File: config.mk
export PLATFORM = sky130hd
export DESIGN_NAME = coinc_detector
export DESIGN_NICKNAME = d
export VERILOG_FILES = /design/src/rtl/coinc_pkg.sv /design/src/rtl/coinc_ctrl.sv /design/src/rtl/coinc_datapath.sv /design/src/rtl/coinc_detector.sv
export SDC_FILE = /design/constraint.sdc
export NUM_CORES = 1
export LEC_CHECK = 0
export ABC_AREA = 1
export BUFFER_PORTS_ARGS = -buffer_cell sky130_fd_sc_hd__clkbuf_2
export CAP_MARGIN = 0
export CORE_AREA = 3 3 83 85
export DETAILED_ROUTE_END_ITERATION = 10
export DIE_AREA = 0 0 86 88
export GPL_TIMING_DRIVEN = 0
export SLEW_MARGIN = 15
export SYNTH_ARGS = -nofsm -noshare
export SYNTH_HDL_FRONTEND = slang
export SYNTH_SLANG_ARGS = --single-unit
File: constraint.sdc
create_clock -name clk -period 1.4 [get_ports clk]
set_input_delay 0.07 -clock clk [delete_from_list [all_inputs] [get_ports clk]]
set_output_delay 0.07 -clock clk [all_outputs]
set_load 0.03 [all_outputs]
File: src/rtl/coinc_pkg.sv
package coinc_pkg;
  localparam int NumCh = 2;

  typedef struct packed {
    logic [NumCh-1:0] load;
    logic [NumCh-1:0] clear;
    logic             coincRise;
  } coincStrobes_t;
endpackage

File: src/rtl/coinc_ctrl.sv
module coinc_ctrl
  import coinc_pkg::*;
(
  input  logic             clk,
  input  logic             rstN,
  input  logic [NumCh-1:0] evIn,
  input  logic [NumCh-1:0] lenZero,
  input  logic [NumCh-1:0] stretched,
  output coincStrobes_t    strobes
);
  logic [NumCh-1:0] evPrev;
  logic             andPrev;
  logic [NumCh-1:0] evEdge;
  logic             andNow;

  assign evEdge = evIn & ~evPrev;
  assign andNow = &stretched;

  always_ff @(posedge clk) begin
    if (!rstN) begin
      evPrev  <= '0;
      andPrev <= 1'b0;
    end else begin
      evPrev  <= evIn;
      andPrev <= andNow;
    end
  end

  always_comb begin
    strobes.load      = evEdge & ~lenZero;
    strobes.clear     = lenZero;
    strobes.coincRise = andNow & ~andPrev;
  end
endmodule

File: src/rtl/coinc_datapath.sv
module coinc_datapath
  import coinc_pkg::*;
#(
  parameter int LenW   = 8,
  parameter int CountW = 16
) (
  input  logic                       clk,
  input  logic                       rstN,
  input  coincStrobes_t              strobes,
  input  logic [NumCh-1:0][LenW-1:0] stretchLen,
  output logic [NumCh-1:0]           stretched,
  output logic                       coincPulse,
  output logic [CountW-1:0]          coincCount
);
  localparam logic [CountW-1:0] CountMax = '1;

  for (genvar ch = 0; ch < NumCh; ch++) begin : gStretch
    logic [LenW-1:0] remain;

    always_ff @(posedge clk) begin
      if (!rstN) begin
        remain <= '0;
      end else if (strobes.clear[ch]) begin
        remain <= '0;
      end else if (strobes.load[ch]) begin
        remain <= stretchLen[ch];
      end else if (remain != '0) begin
        remain <= remain - LenW'(1);
      end
    end

    assign stretched[ch] = (remain != '0);
  end

  always_ff @(posedge clk) begin
    if (!rstN) begin
      coincPulse <= 1'b0;
      coincCount <= '0;
    end else begin
      coincPulse <= strobes.coincRise;
      if (strobes.coincRise && coincCount != CountMax)
        coincCount <= coincCount + CountW'(1);
    end
  end
endmodule

File: src/rtl/coinc_detector.sv
module coinc_detector
  import coinc_pkg::*;
#(
  parameter int LenW   = 8,
  parameter int CountW = 16
) (
  input  logic              clk,
  input  logic              rstN,
  input  logic              eventA,
  input  logic              eventB,
  input  logic [LenW-1:0]   stretchLenA,
  input  logic [LenW-1:0]   stretchLenB,
  output logic              coincPulse,
  output logic [CountW-1:0] coincCount
);
  coincStrobes_t             strobes;
  logic [NumCh-1:0]          stretched;
  logic [NumCh-1:0][LenW-1:0] lens;
  logic [NumCh-1:0]          lenZero;

  assign lens    = {stretchLenB, stretchLenA};
  assign lenZero = {stretchLenB == '0, stretchLenA == '0};

  coinc_ctrl uCtrl (
    .clk       (clk),
    .rstN      (rstN),
    .evIn      ({eventB, eventA}),
    .lenZero   (lenZero),
    .stretched (stretched),
    .strobes   (strobes)
  );

  coinc_datapath #(.LenW(LenW), .CountW(CountW)) uDp (
    .clk        (clk),
    .rstN       (rstN),
    .strobes    (strobes),
    .stretchLen (lens),
    .stretched  (stretched),
    .coincPulse (coincPulse),
    .coincCount (coincCount)
  );
endmodule

* Word-level counts from Yosys, hierarchy flattened *
Cells that the tools add are included.
W data, S select, Z words.

storage, ports and cells
  register bits after elaboration = 36
  output and inout bits = 17
  logic and storage cells = 31
  bits of input ports = 20

operators by class
  bitwise gates (word level) = 7
  multiplexer cells = 4
  equal/unequal tests = 1
  reductions and logical operators = 10
  add/subtract/negate cells = 3

operators by type and width
  operator                 count
  $mux W8                  4
  $add A16 B1 Y16 const B  1
  $logic_not A8 Y1         2
  $ne A16 B16 Y1 const B   1
  $reduce_bool A8 Y1       2
  $sub A8 B1 Y8 const B    2
  $and A2 B2 Y2            2
  $not A2 Y2               2
  $reduce_bool A2 Y1       2
  $reduce_or A2 Y1         2
  $not A1 Y1               2
  $reduce_and A2 Y1        1
  $and A1 B1 Y1            1
  $logic_and A1 B1 Y1      1

* Logic depth before layout (Yosys ltp) *
Gate-level depths: netlist of the first run.

  depth in word-level cells = 4
  depth in mapped cells = 10
  depth with buffers taken out = 9

* Cells and area by module *
Synthesis of the first run repeated with hierarchy kept, for this count alone.

unflattened totals
  cell total of the unflattened synthesis = 325
  area, all modules = 2,088.3 um^2

by module, submodules not included
  module          seq. area each (um^2)  area each (um^2)  cells an instance  instances
  coinc_datapath  660.6                  1,908.1           292                1
  coinc_ctrl      60.1                   127.6             19                 1
  coinc_detector  0.0                    52.6              14                 1

* Worst setup path before layout of the first run *
OpenSTA, ideal clock, no wires.

  path type = register to register
  start point = register uDp.coincCount[1]
  end point = register uDp.coincCount[10]
  setup slack = -0.316 ns
  stages on the path, launching flop included = 10
  setup time = 0.139 ns
  required time = 1.261 ns
  arrival time = 1.576 ns
  path through = dfxtp_1 ha_1 inv_1 nor2_2 nand2_1 nor3_2 nor2_2 buf_6 nand2_1 a21oi_2

on the way
  word-level cells in the longest chain between the ends = 2
  elaborated cells on any way between the ends = 3
  classes of those cells = add/sub: 1; eq/ne: 1; reduce/logical: 1

RTL lines
  item                                                                     line                  RTL
  from (decl)                                                              coinc_datapath.sv:13  output logic [CountW-1:0] coincCount
  from (signal assigned)                                                   coinc_datapath.sv:42  coincCount <= coincCount + CountW'(1);
  parallel branches: the longest is 2 deep, another holds $add A16 B1 Y16  --

Parallel ways; which one is timed is not known.
A chain may end at the register's enable or synchronous reset.

* Worst setup path after layout of the first run *
  start point = register uDp.gStretch[0].remain[0]
  end point = register uDp.coincCount[8]

on the way
  word-level cells in the longest chain between the ends = 4

RTL lines
  item                    line                  RTL
  from (decl)             coinc_datapath.sv:18  logic [LenW-1:0] remain;
  from (signal assigned)  coinc_datapath.sv:26  remain <= stretchLen[ch];
  from (signal assigned)  coinc_datapath.sv:28  remain <= remain - LenW'(1);
  $reduce_bool A8 Y1      coinc_datapath.sv:32  assign stretched[ch] = (remain != '0);
  $reduce_and A2 Y1       coinc_ctrl.sv:17      assign andNow = &stretched;
  $and A1 B1 Y1           coinc_ctrl.sv:32      strobes.coincRise = andNow & ~andPrev;
  $logic_and A1 B1 Y1     coinc_datapath.sv:41  if (strobes.coincRise && coincCount != CountMax)

No other way between the ends.

==> flow_summary.json, run 1 <==
{
  "drive_gt1_share_pct": 39.07,
  "maxSlewViolCount": 0,
  "syn_inst": 337,
  "yosys-top-cells-count": "nand2_1 (100), nor2_1 (53), inv_1 (38)",
  "wl_um": 5959,
  "clockPowerShare_pct": 20.1,
  "die_h_um": 88,
  "dp.cells": 450,
  "root_buffer": "clkbuf_8",
  "critical-path-top-delay-family": "simple AND/OR/NAND/NOR gates",
  "path_class": "flop to flop",
  "path_buf_inv": 2,
  "p_sw_share_pct": 39.59,
  "fill_cells": 632,
  "num_vias": 2315,
  "start_util_pct": 34.92,
  "antenna_found_initial": 0,
  "postRouteAntennaNets": 0,
  "cp-start-kind": "flop",
  "num_antenna_cells": 0,
  "clock.fmax_mhz": 707.9,
  "fp.dieW_um": 86,
  "syn_area_per_cell_sq_um": 6.505,
  "powerDensity_nw_per_um2": 1255,
  "drv_cap": 0,
  "grt_max_degree": 11,
  "ys_seq_area_share_pct": 32.88,
  "clk_pin_slew_ns": 0.07,
  "clock_sinks": 36,
  "die_area_sq_um": 7568,
  "dpl_cell_area_sq_um": 2519,
  "cp-end-kind": "flop",
  "yosys-top-cells-area": "dfxtp_1 (33%), nand2_1 (17%), nor2_1 (9.1%)",
  "critical_path_required_ns": 1.61,
  "htreeDepth": 2,
  "numCtsBuffers": 5,
  "synth_area_sq_um": 2192,
  "syn_to_final_growth_pct": 39.90,
  "yosysMostFrequentCell": "nand2_1",
  "crit_slowest_cell": "dfxtp_2",
  "fin_util_pct": 48.85,
  "worst_pin_slew_ns": 0.6987,
  "min_period_ns": 1.413,
  "via_per_inst": 4.783,
  "ctsLongestPathBuffers": 2,
  "grt_pass1_vias": 2189,
  "yosysUniqueCellTypes": 27,
  "synth-edff-count": 0,
  "period_share_pct": 100.9,
  "num-nets-final": 431,
  "synth_top_area_share_pct": 32.88,
  "drc": 0,
  "p_sw_w": 0.001524,
  "grt_first_pass_wirelength_um": 9763,
  "reg2reg_slack_ns": -0.01,
  "seq_power_share_pct": 33.5,
  "drt_iter0_markers": 112,
  "gp_congestion": 0.8397,
  "drt-pass1-iter-count": 4,
  "ys_warn_count": 0,
  "pin_count": 37,
  "tritoncts": "done",
  "cpPeakStageDelay_ns": 0.35,
  "place_hpwl_um": 3917,
  "syn_nets": 362,
  "overflow": 0,
  "core_area_sq_um": 6277,
  "combPwrFrac_pct": 46.5,
  "clock_latency_ns": 0.29,
  "vdd_drop_max_v": 0.0005528,
  "finClkSkew_ns": 0.004896,
  "row_count": 29,
  "p_int_w": 0.002326,
  "relSlewSlack_pct": 53.42,
  "setup_viol": 3,
  "yosysTopAreaCell": "dfxtp_1",
  "ys_ff_latch": 36,
  "routedWlPerCell_um": 12.31,
  "hold_path_class": "primary input to flop",
  "violations": "negative setup slack",
  "ys.flop_type": "dfxtp_1",
  "outcome": "complete, but fails checks",
  "setup_ws_ns": -0.01259,
  "crit_fanout": 5,
  "rsz0062_at_grt": "yes",
  "cp.arrival_ns": 1.62,
  "path_cells": "inv_4, ha_4, nand4_1, nand3_4, nor2_4, buf_6, nand2_1, a21oi_1",
  "stdcell_count": 484,
  "finalHoldViolations": 0,
  "port_buffers": 36,
  "synthArstFlopShare_pct": 0,
  "power.leakage_nw": 1.382,
  "grt_usage_pct": 16.12,
  "fin_area_sq_um": 3067
}
-- layout make-up --
cell class                 instances  area, sq um  area share [%]
timing repair buffer              62        391.6           12.77
tap                               77        96.34           3.142
clock buffer                       8        90.09           2.938
inverter                          40        155.1           5.059
sequential                        36        778.2           25.38
multi-input combinational        258         1529           49.86
buffer                             3        26.28          0.8568
-- worst register-to-register path, cell delays in order, from the launching register on --
cell and delay, ns:
dfxtp_2 0.35, inv_4 0.04, ha_4 0.15, nand4_1 0.16
nand3_4 0.13, nor2_4 0.17, buf_6 0.17, nand2_1 0.06
a21oi_1 0.11
-- stage by stage --
stage	total power, W	hold slack, ns	setup WS [ns]	TNS, ns
3_3_place_gp	0.002579	0.2640	-0.2596	-3.436
4_1_cts	0.003753	0.01939	-0.01237	-0.03961
5_1_grt	0.004121	0.02794	-0.1060	-1.295
3_5_place_dp	0.002600	0.2703	-0.2614	-3.420
2_1_floorplan	0.002294	0.1635	-0.06210	-0.5783
6_report	0.003850	0.02627	-0.01259	-0.02472
-- sequential cells by signal (all words and copies together) (netlist names) --
signal	cells
uCtrl.andPrev	1
uCtrl.evPrev	2
uDp.coincCount	16
uDp.coincPulse	1
uDp.gStretch.remain	16
-- per-layer routing --
metal / vias up / track usage, % / routed length [um]
met4: 0 / 6.331 / 120
met1: 1051 / 19.40 / 2637
met3: 12 / 3.481 / 294
met2: 50 / 27.96 / 2907
li1: 1202 / - / -
met5: - / 0 / 0
-- power groups by stage --
stage	Combinational, W	Clock [W]	Sequential (W)
2_1_floorplan	0.000934	0	0.00136
3_3_place_gp	0.00127	0	0.00131
3_5_place_dp	0.00129	0	0.00131
4_1_cts	0.00167	0.000804	0.00128
5_1_grt	0.00197	0.000850	0.00131
6_report	0.00179	0.000773	0.00129
-- cells by family (layout without fill, tap and decap cells) --
family | Yosys count | in the layout | share of synthesized area [%]
flip-flops | 36 | 36 | 32.88
AND/OR/NAND/NOR | 197 | 197 | 38.87
AO/OA/AOI/OAI | 38 | 38 | 10.16
buffers and inverters | 43 | 113 | 8.048
XOR/XNOR | 18 | 18 | 7.192
adder cells (fa/ha/maj) | 5 | 5 | 2.854
-- timing repair --
item                                    CTS  global route
hold endpoints to repair                  2             0
hold buffers                              2             0
pin swaps                                15            12
endpoints found under the setup margin   22            22
gates cloned                              2             0
buffers inserted                         16             6
gates resized for setup                  31            53
-- placed cells by master (no fill, tap or decap), types with 5 or more instances in the layout --
master,instances
dfxtp_2,7
clkbuf_2,36
inv_2,5
nand3_1,15
clkbuf_8,6
nor2_4,9
buf_6,5
o21ai_0,5
dfxtp_4,13
nand2_2,19
dfxtp_1,16
inv_1,32
nand2_1,80
a21oi_1,17
a21oi_2,13
buf_4,21
xor2_1,14
nand4_1,10
nor2_1,42
nor2_2,8
-- worst paths after layout --
path / start / end / cells after the start
max: uDp.gStretch[0].remain[0] / uDp.coincCount[8] / 8
min: stretchLenA[5] / uDp.gStretch[0].remain[5] / 3
max reg2reg: uDp.gStretch[0].remain[0] / uDp.coincCount[8] / 8
min reg2reg: uDp.gStretch[1].remain[1] / uDp.gStretch[1].remain[1] / 2
Note: power is estimated with default switching activity, not from simulation.
==> inputs of run 2 (changes only) <==
clock period = 1.3 ns   (was 1.4 ns; I/O delays follow)
==> run 2 against run 1 <==
Compared with the run above:
- the run still ends with negative setup slack left
- sequential power increased by 6%
- worst setup slack worse by 0.093 ns
- clock power increased by 16%
- combinational power grew 15%
- die area unchanged
- final cell count is 0.21% higher
- register-to-register slack worse by 0.09 ns
- routed wire length fell by 2.2%
- total power is 12% higher
- critical endpoint is now uDp.coincCount[7]
- largest power group unchanged
- highest routed layer unchanged
==> flow_summary.json, run 2 (same netlist as run 1, synthesis figures left out) <==
{
  "rsz0062_at_grt": "yes",
  "final_cell_mix": "nand2_1 (80), nor2_1 (37), clkbuf_2 (36)",
  "row_count": 29,
  "combPwrFrac_pct": 47.5,
  "wl_um": 5826,
  "finalHoldViolations": 0,
  "period_share_pct": 108.2,
  "clock_latency_ns": 0.29,
  "top_regs": "uDp.coincCount x16, uDp.gStretch.remain x16, uCtrl.evPrev x2",
  "critical-path-top-delay-family": "simple AND/OR/NAND/NOR gates",
  "drt_iter0_markers": 83,
  "ctsLongestPathBuffers": 2,
  "grt_pass1_vias": 2213,
  "num_vias": 2295,
  "violations": "negative setup slack",
  "maxSlewViolCount": 0,
  "worst_pin_slew_ns": 0.6527,
  "core_area_sq_um": 6277,
  "drive_gt1_share_pct": 41.18,
  "outcome": "complete, but fails checks",
  "powerDensity_nw_per_um2": 1395,
  "routedWlPerCell_um": 12.01,
  "grt_first_pass_wirelength_um": 9860,
  "relSlewSlack_pct": 56.49,
  "root_buffer": "clkbuf_8",
  "path_depth": 8,
  "power.leakage_nw": 1.345,
  "seq_power_share_pct": 31.7,
  "antenna_found_initial": 0,
  "p_sw_w": 0.001693,
  "grt_usage_pct": 16.20,
  "whs_path_depth": 3,
  "finClkSkew_ns": 0.004757,
  "port_buffers": 36,
  "p_sw_share_pct": 39.14,
  "drt-pass1-iter-count": 4,
  "cp.arrival_ns": 1.62,
  "numCtsBuffers": 5,
  "crit_slowest_cell": "dfxtp_2",
  "drc": 0,
  "clk_pin_slew_ns": 0.07,
  "vdd_drop_max_v": 0.0005979,
  "fp.dieW_um": 86,
  "fin_util_pct": 49.37,
  "via_per_inst": 4.732,
  "syn_to_final_growth_pct": 41.38,
  "cp-end-kind": "flop",
  "gp_congestion": 0.7999,
  "critical_path_required_ns": 1.52,
  "dpl_worst_slack_ns": -0.3736,
  "design_power_total_w": 0.004325,
  "cpPeakStageDelay_ns": 0.34,
  "setup_viol": 17,
  "overflow": 0,
  "drv_cap": 0,
  "setup-tns-final_ns": -1.293,
  "reg2regPathDepth": 8,
  "num-nets-final": 432,
  "clockPowerShare_pct": 20.8,
  "postRouteAntennaNets": 0,
  "crit_fanout": 5,
  "place_hpwl_um": 3941,
  "setup_ws_ns": -0.1060,
  "clock.fmax_mhz": 711.2,
  "num_antenna_cells": 0,
  "htreeDepth": 2,
  "min_period_ns": 1.406,
  "p_int_w": 0.002632,
  "pin_count": 37,
  "mostFrequentLayoutCell": "nand2_1",
  "path_class": "flop to flop",
  "die_h_um": 88,
  "path_buf_inv": 2,
  "cp-start-kind": "flop",
  "path_cells": "inv_2, ha_4, nand4_1, nand3_4, nor2_4, buf_6, nand2_1, a21oi_1",
  "tritoncts": "done",
  "clock_sinks": 36,
  "grt_max_degree": 12,
  "start_util_pct": 34.92,
  "hold_path_class": "primary input to flop",
  "die_area_sq_um": 7568
}
[run 2: path summary, 6_finish.rpt]
path	start	endpoint	slack (ns)
worst max-delay path	uDp.gStretch[0].remain[0]	uDp.coincCount[7]	-0.11
worst min-delay path	stretchLenA[5]	uDp.gStretch[0].remain[5]	0.01
worst max register to register	uDp.gStretch[0].remain[0]	uDp.coincCount[7]	-0.11
worst min register to register	uDp.gStretch[1].remain[1]	uDp.gStretch[1].remain[1]	0.51
[run 2: power groups by stage]
stage                     clock (W)  sequential (W)  combinational (W)
after global placement            0         0.00141            0.00139
final                      0.000900         0.00137            0.00205
after CTS                  0.000922         0.00137            0.00187
after global routing       0.000972         0.00139            0.00225
after floorplan                   0         0.00147            0.00103
after detailed placement          0         0.00141            0.00140
[run 2: per-layer routing]
layer  track usage (%)  vias to the layer above  part of all wire, %
met4             7.194                        0                  1.5
met3             3.104                        7                  3.7
met2             27.26                       36                   49
met5                 0                        -                    0
li1                  -                     1207                    -
met1             20.10                     1045                   46
[run 2: layout make-up]
type	instances	area, sq um
Inverter	40	157.7
Buffer	3	30.03
Sequential cell	36	779.5
Tap cell	77	96.34
Clock buffer	8	100.1
Timing Repair inverter	1	5.005
Multi-Input combinational cell	258	1543
Fill cell	616	3178
Timing Repair Buffer	62	387.9
[run 2: what timing repair did]
action | in CTS | in global routing
hold buffers | 2 | 0
hold endpoints to repair | 2 | 0
resized for setup | 47 | 40
pin swaps | 15 | 13
cloned | 1 | 1
endpoints found under the setup margin | 31 | 30
setup buffers | 21 | 3
[run 2: through the flow]
step	cell area (sq um)	hold WS [ns]	instances
2_1_floorplan	2258	0.1585	337
3_3_place_gp	2535	0.2587	450
3_5_place_dp	2535	0.2635	450
4_1_cts	2957	0.005507	482
5_1_grt	3099	0.01164	485
6_report	3099	0.01145	485
[run 2: worst reg2reg max path: cells and delay by family (launching register included)]
family                   cells  cell delay, ns
buffers and inverters        2            0.21
AND/OR/NAND/NOR              4            0.52
flip-flops                   1            0.34
adder cells (fa/ha/maj)      1            0.15
AO/OA/AOI/OAI                1            0.11
